### src/rtl/planar_addr_mapper.sv
module planar_addr_mapper #(
  parameter int ADDR_W = 32,
  parameter int IDX_W  = 16
) (
  input  logic              clk,
  input  logic              rst_n,
  input  logic              req_valid,
  input  logic              req_write,
  input  logic [ADDR_W-1:0] req_addr,
  input  logic [1:0]        req_size,
  input  logic [1:0]        map_sel,
  input  logic [1:0]        wmap,
  input  logic [3:0]        map_mask,
  input  logic              page_bit,
  output logic              busy,
  output logic              fb_valid,
  output logic              fb_write,
  output logic [IDX_W-1:0]  fb_addr,
  output logic [3:0]        fb_en
);

  logic [ADDR_W-1:0] cur_addr;
  logic [1:0]        rem;
  logic              cur_write;
  logic [1:0]        extra;
  logic              hit;
  logic [3:0]        en_n;
  logic [IDX_W-1:0]  idx_n;

  assign busy = (rem != 2'd0);

  wire              accept    = req_valid && !busy;
  wire [ADDR_W-1:0] iss_addr  = accept ? req_addr : cur_addr;
  wire              iss_write = accept ? req_write : cur_write;
  wire              iss_valid = accept || busy;

  always_comb begin
    case (req_size)
      2'd0:    extra = 2'd0;
      2'd1:    extra = 2'd1;
      default: extra = 2'd3;
    endcase
  end

  always_comb begin
    case (map_sel)
      2'd0:    hit = (iss_addr >> 17) == ADDR_W'(5);
      2'd1:    hit = (iss_addr >> 16) == ADDR_W'(10);
      2'd2:    hit = (iss_addr >> 15) == ADDR_W'(22);
      default: hit = (iss_addr >> 15) == ADDR_W'(23);
    endcase
  end

  always_comb begin
    en_n  = map_mask;
    idx_n = iss_addr[IDX_W-1:0];
    if (!iss_write) begin
      en_n = 4'b0000;
    end else begin
      case (wmap)
        2'd1: begin
          en_n  = (iss_addr[0] ? 4'b1010 : 4'b0101) & map_mask;
          idx_n = {iss_addr[IDX_W-1:1], page_bit};
        end
        2'd2: begin
          en_n  = (4'b0001 << iss_addr[1:0]) & map_mask;
          idx_n = {iss_addr[IDX_W-1:2], 2'b00};
        end
        default: ;
      endcase
    end
  end

  always_ff @(posedge clk) begin
    if (!rst_n) begin
      rem       <= '0;
      cur_addr  <= '0;
      cur_write <= 1'b0;
      fb_valid  <= 1'b0;
      fb_write  <= 1'b0;
      fb_en     <= '0;
      fb_addr   <= '0;
    end else begin
      if (accept) begin
        rem       <= extra;
        cur_addr  <= req_addr + ADDR_W'(1);
        cur_write <= req_write;
      end else if (busy) begin
        rem      <= rem - 2'd1;
        cur_addr <= cur_addr + ADDR_W'(1);
      end
      fb_valid <= iss_valid && hit;
      fb_write <= iss_valid && hit && iss_write;
      fb_en    <= (iss_valid && hit) ? en_n : 4'b0000;
      fb_addr  <= (iss_valid && hit) ? idx_n : '0;
    end
  end

endmodule


### config.mk
export PLATFORM = sky130hd
export DESIGN_NAME = planar_addr_mapper
export DESIGN_NICKNAME = d
export VERILOG_FILES = /design/src/rtl/planar_addr_mapper.sv
export SDC_FILE = /design/constraint.sdc
export NUM_CORES = 1
export LEC_CHECK = 0
export CORE_ASPECT_RATIO = 2
export CORE_MARGIN = 3
export CORE_UTILIZATION = 40
export DETAILED_ROUTE_END_ITERATION = 10
export PLACE_DENSITY = 0.7
export REMOVE_ABC_BUFFERS = 1
export SYNTH_ARGS = -nofsm -noshare
export SYNTH_HDL_FRONTEND = slang
export SYNTH_SLANG_ARGS = --single-unit
### constraint.sdc
create_clock -name clk -period 4.74 [get_ports clk]
set_input_delay 0.948 -clock clk [delete_from_list [all_inputs] [get_ports clk]]
set_output_delay 0.948 -clock clk [all_outputs]
set_load 0.02 [all_outputs]
==> impl_results.md, run 1 <==
* Outcome: finished clean
* Drt via density at 6.29
* CTS tree: built
* Wirelength, routed at 12.4 mm
* Initial antenna violation count at 0
* Worst slack, placed at 0.411 ns
* # Post-CTS Setup Buffers at 0
* LEAKAGE at 1.79 nW
* Multi-input logic area at 2430 µm²
* Ys Warns at 0
* Row count at 49
* Largest family of logic cells by synthesized area: simple AND/OR/NAND/NOR gates
* Post-synth EDFFs at 0
* Via count at 4339
* Clock buffer depth at 2
* Dominant cell type by area after synthesis: dfxtp_1
* PostCTS Resize Cnt at 0
* Grt ovf at 0
* Pin count of the biggest net entering global routing at 61
* Ant. Diodes at 0
* Synth Area in Compound Gates at 23.9%
* Hold Vio Cnt, Final at 0
* Yosys reg bits at 57
* Seq/Total Area, Yosys at 30.4%
* Total track usage at 23.5%
* Share of layout cells above drive strength 1 at 7.31%
* Initial Util at 41.3%
* Mux cell area share after synthesis at 8.68%
* Share of the clock period used by the worst path at 84.7%
* Hold Crit Class: reg -> reg
* Final net count at 637
* DRC at 0
* Area delta synth->final at 31.1%
* Number of fill cells at 866
* Num CTS Buffers at 9
* Cell variety after synth at 53
* Synth Area in Simple Gates at 28.6%
* Syn_area_per_cell at 7.24 µm²
* Unrepaired setup endpoints after global routing: no
* CP Capture Type: flop
* Fin crit period at 4.02 ns
* Dpl hpwl at 8.83 mm
* Ranking of synthesized cells by area: dfxtp_1, nand2_1, mux2i_1
* Synth Area in Adders at 2.34%
* Worst-path clk slew at 0.05 ns
* Power per Cell Area at 465 nW/µm²
* VDD IR max at 298 µV
* FF+latch area at 1140 µm²
* Die Ht at 143 µm
* Max Clock Skew at 0.00802 ns
* Hold buffer count at cts at 0
* Max Slew Vio Count at 0
* Slew HR at 56.1%
* Full die area at 10600 µm²
* Vias in the first global route at 4109
* Placed cell count at 674
* Peak Freq at 249 MHz
* Core area at 9070 µm²
* Number of DRC markers in iteration 0 at 338
* XOR/XNOR share of the synthesized area at 1.17%
* Final WS setup at 0.724 ns
* # setup viols final at 0
* Clock latency on the worst-skew pair at 0.33 ns
* I/O pins at 70
* Max H-tree Level at 3
* Worst Tran Pin Value at 0.658 ns
* Mapped Cells at 518
* Non-filler cells, final at 690
* Post-synth ARST share at 0%
* Yosys top cell area share at 30.4%
* WL/cell at 18.0 µm
* First-pass GRT wire length at 19.3 mm
* Worst-path fanout max at 12
* Critical Path RT at 4.98 ns
* Root Buffer: clkbuf_16
* Detail Route Antenna Nets at 0
* Startpoint Class: primary input
* Total Power at 2.29 mW
* Final GP Congestion at 0.901
* Die Span X at 74.5 µm
* WP data arrival at 4.26 ns
* Main flop type after synthesis: dfxtp_1
* PortBufs at 69
* Final core utilization at 54.2%
* Max-Cap Viols at 0
* Initial DRT Pass Iterations at 5
* Synthesized cell area at 3750 µm²
* Clk sinks at 57
* Critical path class: in -> reg
==> path summary, 6_finish.rpt <==
kind | from | endpoint | slack [ns] | cells after the start
hold reg to reg | cur_addr[5]$_SDFFE_PN0P_ | cur_addr[5]$_SDFFE_PN0P_ | 0.48 | 2
hold / removal | cur_addr[5]$_SDFFE_PN0P_ | cur_addr[5]$_SDFFE_PN0P_ | 0.48 | 2
setup / recovery | req_valid | cur_addr[28]$_SDFFE_PN0P_ | 0.72 | 12
setup reg to reg | rem[0]$_SDFFE_PN0P_ | cur_addr[28]$_SDFFE_PN0P_ | 1.27 | 10
==> report_power, final <==
group / switching, mW / internal (mW) / leakage [nW] / total, mW
Sequential: 0.0931 / 0.554 / 0.465 / 0.647
Clock: 0.229 / 0.524 / 0.172 / 0.753
Combinational: 0.544 / 0.342 / 1.15 / 0.886
Total: 0.866 / 1.42 / 1.79 / 2.29
==> layout by cell type, fill, tap and decap left out, types with 4 or more instances in the layout <==
cell,count
nand4_1,30
or3_1,7
nor2b_1,4
buf_4,18
nand2_1,81
mux2i_1,28
clkdlybuf4s50_1,69
ha_1,6
nand2b_1,5
o211ai_1,4
a211oi_1,5
a21oi_1,40
o311ai_0,4
nand3_1,29
mux2_2,4
nor3_1,8
nor2_1,40
dfxtp_1,57
and3_1,7
a31oi_1,9
nor4_1,6
a21boi_0,4
clkbuf_16,9
o21ai_0,52
inv_1,12
==> kinds of logic (layout without fill, tap and decap cells) <==
kind of cell               after synthesis  in the layout
xor gates and xnor gates                 5              5
and+or+nand+nor                        224            224
adders and majority gates                7              7
AOI/OAI and AO/OA                      148            148
buffers and inverters                   45            115
muxes                                   32             32
DFF                                     57             57
==> critical path: stages <==
cell and delay, ns:
clkdlybuf4s50_1 0.51, buf_4 0.23, nand2_1 0.10, nand2_1 0.06, nand2_1 0.17, ha_1 0.25, o21ai_0 0.17, or3b_1 0.55
nor4_4 0.50, nand4_1 0.21, a2111o_1 0.44, a31oi_1 0.14
==> metal layers <==
metal	share of wire (%)	track usage (%)	wire length [µm]
met1	36	25.4	4410
met2	52	39.7	6450
met3	6.6	4.16	820
met4	5.7	16.9	703
met5	0	0	0
==> metrics by stage <==
step	setup TNS, ns	instance area (µm²)	hold slack [ns]
after floorplan	-4.88	3610	0.444
after global placement	0	4570	0.456
after detailed placement	0	4570	0.469
after CTS	0	4910	0.477
after global routing	0	4910	0.511
final	0	4910	0.477
==> state kept, by name, indices dropped and copies added, names as in the netlist <==
name / flops
cur_addr: 32
cur_write: 1
fb_en: 4
fb_write: 1
fb_addr: 16
rem: 2
fb_valid: 1
==> Yosys cell counts, types with 5 or more instances <==
master    number
a211oi_1       5
a21oi_1       40
a31oi_1        9
and3_1         7
buf_1          5
buf_2          7
clkbuf_1      20
dfxtp_1       57
ha_1           7
inv_1         12
mux2i_1       28
nand2_1       81
nand2b_1       5
nand3_1       29
nand4_1       30
nor2_1        40
nor3_1         8
nor4_1         6
o21ai_0       52
or3_1          7
==> layout make-up <==
cell class	instances	share of cell area (%)
flip-flops and latches	57	23.2
repair buffers	87	16.8
well taps	102	2.60
clock buffers	10	4.86
clock inverters	6	2.14
inverters	12	0.917
multi-input cells	416	49.5
(Power assumes the default switching activity.)
==> inputs of run 2 (changes only) <==
clock period = 4 ns   (was 4.74 ns; I/O delays follow)
==> impl_results.md, run 2 (synthesis results as in run 1) <==
* Worst-path clk slew at 0.05 ns (about the same)
* Placed cell count at 682 (+1.2%)
* Max reg flops at 32 (unchanged)
* Clock latency on the worst-skew pair at 0.33 ns (about the same)
* Number of fill cells at 857 (-1.0%)
* Commonest non-fill, non-tap cell in the layout: nand2_1
* Multi-input logic area at 2430 µm² (unchanged)
* Slew HR at 47.6% (-8.5 points)
* Non-filler cells, final at 698 (+1.2%)
* Largest registers: cur_addr x32, fb_addr x16, fb_en x4
* First-pass GRT wire length at 19.5 mm (+0.96%)
* # Post-CTS Setup Buffers at 0 (unchanged)
* DRC at 0 (unchanged)
* Max-Cap Viols at 0 (unchanged)
* Worst r2r path cells at 13 (+3)
* WP data arrival at 3.83 ns (-0.43 ns)
* Vias in the first global route at 4170 (+1.5%)
* Number of DRC markers in iteration 0 at 393 (+16%)
* Core area at 9070 µm² (unchanged)
* Area delta synth->final at 31.7%
* Total track usage at 23.6% (+0.11 points)
* Top reg by flops: cur_addr
* PostCTS Resize Cnt at 0 (unchanged)
* Initial DRT Pass Iterations at 5 (unchanged)
* Initial Util at 41.3% (unchanged)
* Commonest cells after routing, fill and taps aside: nand2_1, clkdlybuf4s50_1, dfxtp_1, o21ai_0
* Pin count of the biggest net entering global routing at 60 (-1.6%)
* Via count at 4323 (-0.37%)
* Hold Crit Class: reg -> reg
* Hold WS at 0.476 ns (-0.00129 ns)
* Worst-path fanout max at 59 (+47)
* CP Capture Type: flop
* Total Power at 2.61 mW (+14%)
* Max Slew Vio Count at 0 (unchanged)
* PortBufs at 69 (unchanged)
* Grt ovf at 0 (unchanged)
* Met2 usage in global routing at 40.9% (+1.2 points)
* Sequential power share at 29.3% (+1.0 points)
* Worst R2R Start: rem[0]$_SDFFE_PN0P_
* Die Span X at 74.5 µm (unchanged)
* Critical R2R Capture: cur_addr[28]$_SDFFE_PN0P_
* Hold buffer count at cts at 0 (unchanged)
* LEAKAGE at 1.81 nW (+1.1%)
* Power per Cell Area at 529 nW/µm² (+14%)
* Dpl hpwl at 8.74 mm (-1.0%)
* CP Cell Sequence: clkdlybuf4s50_1 > and2_2 > buf_12 > mux2i_1 > nand3_1 > a2111oi_0 > nand2_1 > buf_4 > nor2_1 > and3_1
* CTS tree: built
* Busiest layer in global routing: met2
* Combinational Power Share at 41.4% (+2.6 points)
* # setup viols final at 0 (unchanged)
* Setup TNS at 0 ns (unchanged)
* I/O pins at 70 (unchanged)
* Root Buffer: clkbuf_16
* Outcome: finished clean
* Final net count at 645 (+1.3%)
* Clk pwr share at 29.2% (-3.7 points)
* Initial antenna violation count at 0 (unchanged)
* CP peak stage delay at 0.69 ns (+0.14 ns)
* Unrepaired setup endpoints after global routing: no
* Row count at 49 (unchanged)
* VDD IR max at 290 µV (-2.5%)
* Max Clock Skew at 0.00830 ns (+0.000282 ns)
* Clk sinks at 57 (unchanged)
* Final GP Congestion at 0.877 (-2.7%)
* CP startpoint: req_valid
* Critical path class: in -> reg
* Share of layout cells above drive strength 1 at 8.56% (+1.2 points)
* Wirelength, routed at 12.1 mm (-2.2%)
* Clock buffer depth at 2 (unchanged)
* Detail Route Antenna Nets at 0 (unchanged)
* Worst slack, placed at 0.0940 ns (-0.317 ns)
* Sw Ratio at 39.4% (+1.5 points)
* Met3 Track Usage GR at 4.93% (+0.78 points)
* Full die area at 10600 µm² (unchanged)
* CP endpoint: fb_en[0]$_SDFF_PN0_
* Critical Path RT at 4.28 ns (-0.70 ns)
* Max H-tree Level at 3 (unchanged)
* Startpoint Class: primary input
* Int Pwr at 1.58 mW (+11%)
* Switch Pwr at 1.03 mW (+19%)
* Worst Tran Pin Value at 0.766 ns (+0.108 ns)
* Final WS setup at 0.444 ns (-0.280 ns)
* Die Ht at 143 µm (unchanged)
* Met1 Usage GRT at 25.3% (-0.14 points)
* Ant. Diodes at 0 (unchanged)
* WL/cell at 17.4 µm (-3.3%)
* Setup slack, reg-to-reg at 0.84 ns (-0.43 ns)
* Hold Vio Cnt, Final at 0 (unchanged)
* Fin crit period at 3.56 ns
* Peak Freq at 281 MHz
* Drt via density at 6.19 (-1.5%)
* Num CTS Buffers at 9 (unchanged)
* Slowest CP cell: a2111oi_0
* FF+latch area at 1140 µm² (unchanged)
* Share of the clock period used by the worst path at 88.9%
run 2: changes by cell type in the layout (fill, tap and decap cells not counted):
cell        delta
buf_12         +1
buf_4          +7
bufinv_16      -2
clkinv_2       +1
clkinvlp_4     +1
run 2: worst min-delay path by stage:
stage / startpoint / endpoint / slack, ns / depth (start not counted)
after floorplan: cur_addr[5]$_SDFFE_PN0P_ / cur_addr[5]$_SDFFE_PN0P_ / 0.44 / 2
after global placement: cur_addr[5]$_SDFFE_PN0P_ / cur_addr[5]$_SDFFE_PN0P_ / 0.46 / 2
after detailed placement: cur_addr[5]$_SDFFE_PN0P_ / cur_addr[5]$_SDFFE_PN0P_ / 0.47 / 2
after CTS: cur_addr[5]$_SDFFE_PN0P_ / cur_addr[5]$_SDFFE_PN0P_ / 0.48 / 2
after global routing: cur_addr[5]$_SDFFE_PN0P_ / cur_addr[5]$_SDFFE_PN0P_ / 0.51 / 2
final: cur_addr[5]$_SDFFE_PN0P_ / cur_addr[5]$_SDFFE_PN0P_ / 0.48 / 2
run 2: power by group through the flow:
stage	logic, mW	clock network [mW]	registers, mW
2_1_floorplan	0.718	0	0.740
3_3_place_gp	1.04	0	0.770
3_5_place_dp	1.07	0	0.774
4_1_cts	1.07	0.776	0.762
5_1_grt	1.19	0.801	0.776
6_report	1.08	0.764	0.765
run 2: metal layers:
metal / vias up / wire, µm
li1: 2052 / -
met3: 52 / 757
met4: 0 / 596
met2: 199 / 6310
met1: 2020 / 4450
met5: - / 0
run 2: critical path: cells and delay by family:
family | cells | cell delay, ns
AOI/OAI and AO/OA | 1 | 0.69
buffers and inverters | 3 | 1.04
muxes | 1 | 0.44
and+or+nand+nor | 5 | 0.82
run 2: layout make-up:
cell class / instances / share of cell area (%)
Clock buffer: 10 / 4.84
Sequential cell: 57 / 23.1
Multi-Input combinational cell: 416 / 49.2
Timing Repair Buffer: 95 / 18.2
Tap cell: 102 / 2.58
Inverter: 12 / 0.912
Clock inverter: 6 / 1.17
run 2: per-stage QoR:
stage / utilization (%) / area, µm²
2_1_floorplan: - / 3610
3_3_place_gp: 51.2 / 4640
3_5_place_dp: 51.2 / 4640
4_1_cts: 54.4 / 4940
5_1_grt: 54.4 / 4940
6_report: 54.4 / 4940
==> inputs of run 3 (changes only) <==
GPL_TIMING_DRIVEN = 0   (was unset)
==> impl_results.md, run 3 (synthesis results as in run 1) <==
* Critical path class: reg -> reg
* Worst-path clk slew at 0.06 ns (about the same)
* Die Ht at 143 µm (unchanged)
* Commonest cells after routing, fill and taps aside: nand2_1, clkdlybuf4s50_1, dfxtp_1, o21ai_0
* PortBufs at 69 (unchanged)
* Die Span X at 74.5 µm (unchanged)
* Share of the clock period used by the worst path at 94.3% (+5.4 points)
* Worst Hold Path Cells at 2 (unchanged)
* Max Clock Skew at 0.00910 ns (+0.000795 ns)
* Dpl hpwl at 8.03 mm (-8.1%)
* Worst R2R Start: rem[1]$_SDFFE_PN0P_
* Area delta synth->final at 30.4%
* Worst Tran Pin Value at 1.10 ns (+0.332 ns)
* Top reg by flops: cur_addr
* Core area at 9070 µm² (unchanged)
* Worst-path fanout max at 40 (-32%)
* Final net count at 625 (-3.1%)
* Share of layout cells above drive strength 1 at 6.25% (-2.3 points)
* Non-filler cells, final at 678 (-2.9%)
* CP endpoint: cur_addr[28]$_SDFFE_PN0P_
* Number of fill cells at 860 (+0.35%)
* First-pass GRT wire length at 19.2 mm (-1.8%)
* Commonest non-fill, non-tap cell in the layout: nand2_1
* Number of DRC markers in iteration 0 at 330 (-16%)
* WL/cell at 17.6 µm (+1.2%)
* CP startpoint: rem[1]$_SDFFE_PN0P_
* Initial antenna violation count at 0 (unchanged)
* Critical R2R Capture: cur_addr[28]$_SDFFE_PN0P_
* LEAKAGE at 1.75 nW (-3.3%)
* Num CTS Buffers at 9 (unchanged)
* Clk sinks at 57 (unchanged)
* Total track usage at 22.9% (-0.70 points)
* VDD IR max at 280 µV (-3.6%)
* Final GP Congestion at 0.808 (-7.8%)
* Total Power at 2.77 mW (+6.3%)
* Initial DRT Pass Iterations at 5 (unchanged)
* Drt via density at 6.23 (+0.57%)
* Power per Cell Area at 568 nW/µm² (+7.4%)
* Final non-filler cell area at 4890 µm² (-1.0%)
* Root Buffer: clkbuf_16
* Cell Area, Placed at 4470 µm² (-3.6%)
* CP Capture Type: flop
* Max-Cap Viols at 0 (unchanged)
* Row count at 49 (unchanged)
* DRC at 0 (unchanged)
* Hold Crit Class: reg -> reg
* Full die area at 10600 µm² (unchanged)
* CTS tree: built
* Critical Path RT at 4.25 ns (-0.03 ns)
* Placed cell count at 658 (-3.5%)
* Final WS setup at 0.227 ns (-0.217 ns)
* WP data arrival at 4.02 ns (+0.19 ns)
* Wirelength, routed at 11.9 mm (-1.7%)
* Largest registers: cur_addr x32, fb_addr x16, fb_en x4
* Hold buffer count at cts at 0 (unchanged)
* Worst r2r path cells at 13 (unchanged)
* Peak Freq at 265 MHz (-5.8%)
* Clock buffer depth at 2 (unchanged)
* Outcome: finished clean
* Initial Util at 41.3% (unchanged)
* Final core utilization at 53.9% (-0.57 points)
* Startpoint Class: flop
* I/O pins at 70 (unchanged)
* Grt ovf at 0 (unchanged)
* Max H-tree Level at 3 (unchanged)
* Worst slack, placed at -1.78 ns (-1.88 ns)
* Slew HR at 26.7% (-21 points)
* Setup slack, reg-to-reg at 0.23 ns (-0.61 ns)
* Hold Vio Cnt, Final at 0 (unchanged)
* # setup viols final at 0 (unchanged)
* Ant. Diodes at 0 (unchanged)
* Clock latency on the worst-skew pair at 0.33 ns (about the same)
* Fin crit period at 3.77 ns (+0.217 ns)
* Pin count of the biggest net entering global routing at 42 (-30%)
* Via count at 4223 (-2.3%)
* Vias in the first global route at 4066 (-2.5%)
* Max Slew Vio Count at 0 (unchanged)
* Detail Route Antenna Nets at 0 (unchanged)
* Max reg flops at 32 (unchanged)
[run 3: changes by cell type in the layout (fill, tap and decap cells not counted), moves of 2 or more]
cell / change
buf_4: -22
clkinv_2: -4
bufinv_16: +2
clkinv_4: +2
nand2_1: -2
[run 3: worst min-delay path by stage]
stage	from	end	slack, ns
after floorplan	cur_addr[5]$_SDFFE_PN0P_	cur_addr[5]$_SDFFE_PN0P_	0.44
after global placement	cur_addr[5]$_SDFFE_PN0P_	cur_addr[5]$_SDFFE_PN0P_	0.46
after detailed placement	cur_addr[5]$_SDFFE_PN0P_	cur_addr[5]$_SDFFE_PN0P_	0.47
after CTS	cur_addr[5]$_SDFFE_PN0P_	cur_addr[5]$_SDFFE_PN0P_	0.48
after global routing	cur_addr[5]$_SDFFE_PN0P_	cur_addr[5]$_SDFFE_PN0P_	0.52
final	cur_addr[5]$_SDFFE_PN0P_	cur_addr[5]$_SDFFE_PN0P_	0.48
[run 3: metrics by stage]
step / hold slack (ns) / TNS, ns
after CTS: 0.480 / 0
after floorplan: 0.444 / -29.66
after global placement: 0.461 / -120.64
final: 0.482 / 0
after detailed placement: 0.472 / -56.86
after global routing: 0.517 / -0.00821
[run 3: worst max-delay path: stages (launching register included)]
cell	delay (ns)
dfxtp_1	0.30
inv_1	0.11
ha_4	0.32
buf_12	0.26
and2_4	0.27
nand2_1	0.07
nand2_1	0.17
ha_1	0.26
o21ai_0	0.18
or3b_4	0.50
nor4_4	0.46
nand4_1	0.23
a2111o_1	0.43
a31oi_1	0.13
[run 3: repair_timing]
item	CTS	global route
resized for setup	11	3
cloned	0	1
setup buffers	1	2
pin swaps	2	1
endpoints found under the setup margin	46	24
[run 3: layer usage]
metal / vias to the layer above / track usage [%] / routed length [µm]
li1: 2020 / - / -
met1: 1999 / 25.8 / 4650
met2: 167 / 38.6 / 6160
met3: 37 / 4.65 / 632
met4: 0 / 13.7 / 469
met5: - / 0 / 0
[run 3: area by class of cell]
type                       instances  area, µm²  share of cell area, %
clock buffer                      10        239                   4.89
clock inverter                     6        115                   2.36
inverter                          12       45.0                  0.922
multi-input combinational        417       2460                   50.4
sequential                        57       1140                   23.3
tap                              102        128                   2.61
timing repair buffer              74        754                   15.4
[run 3: power breakdown]
group,switching (mW),internal [mW],total (mW)
logic,0.666,0.428,1.09
clock network,0.291,0.627,0.918
registers,0.107,0.656,0.763
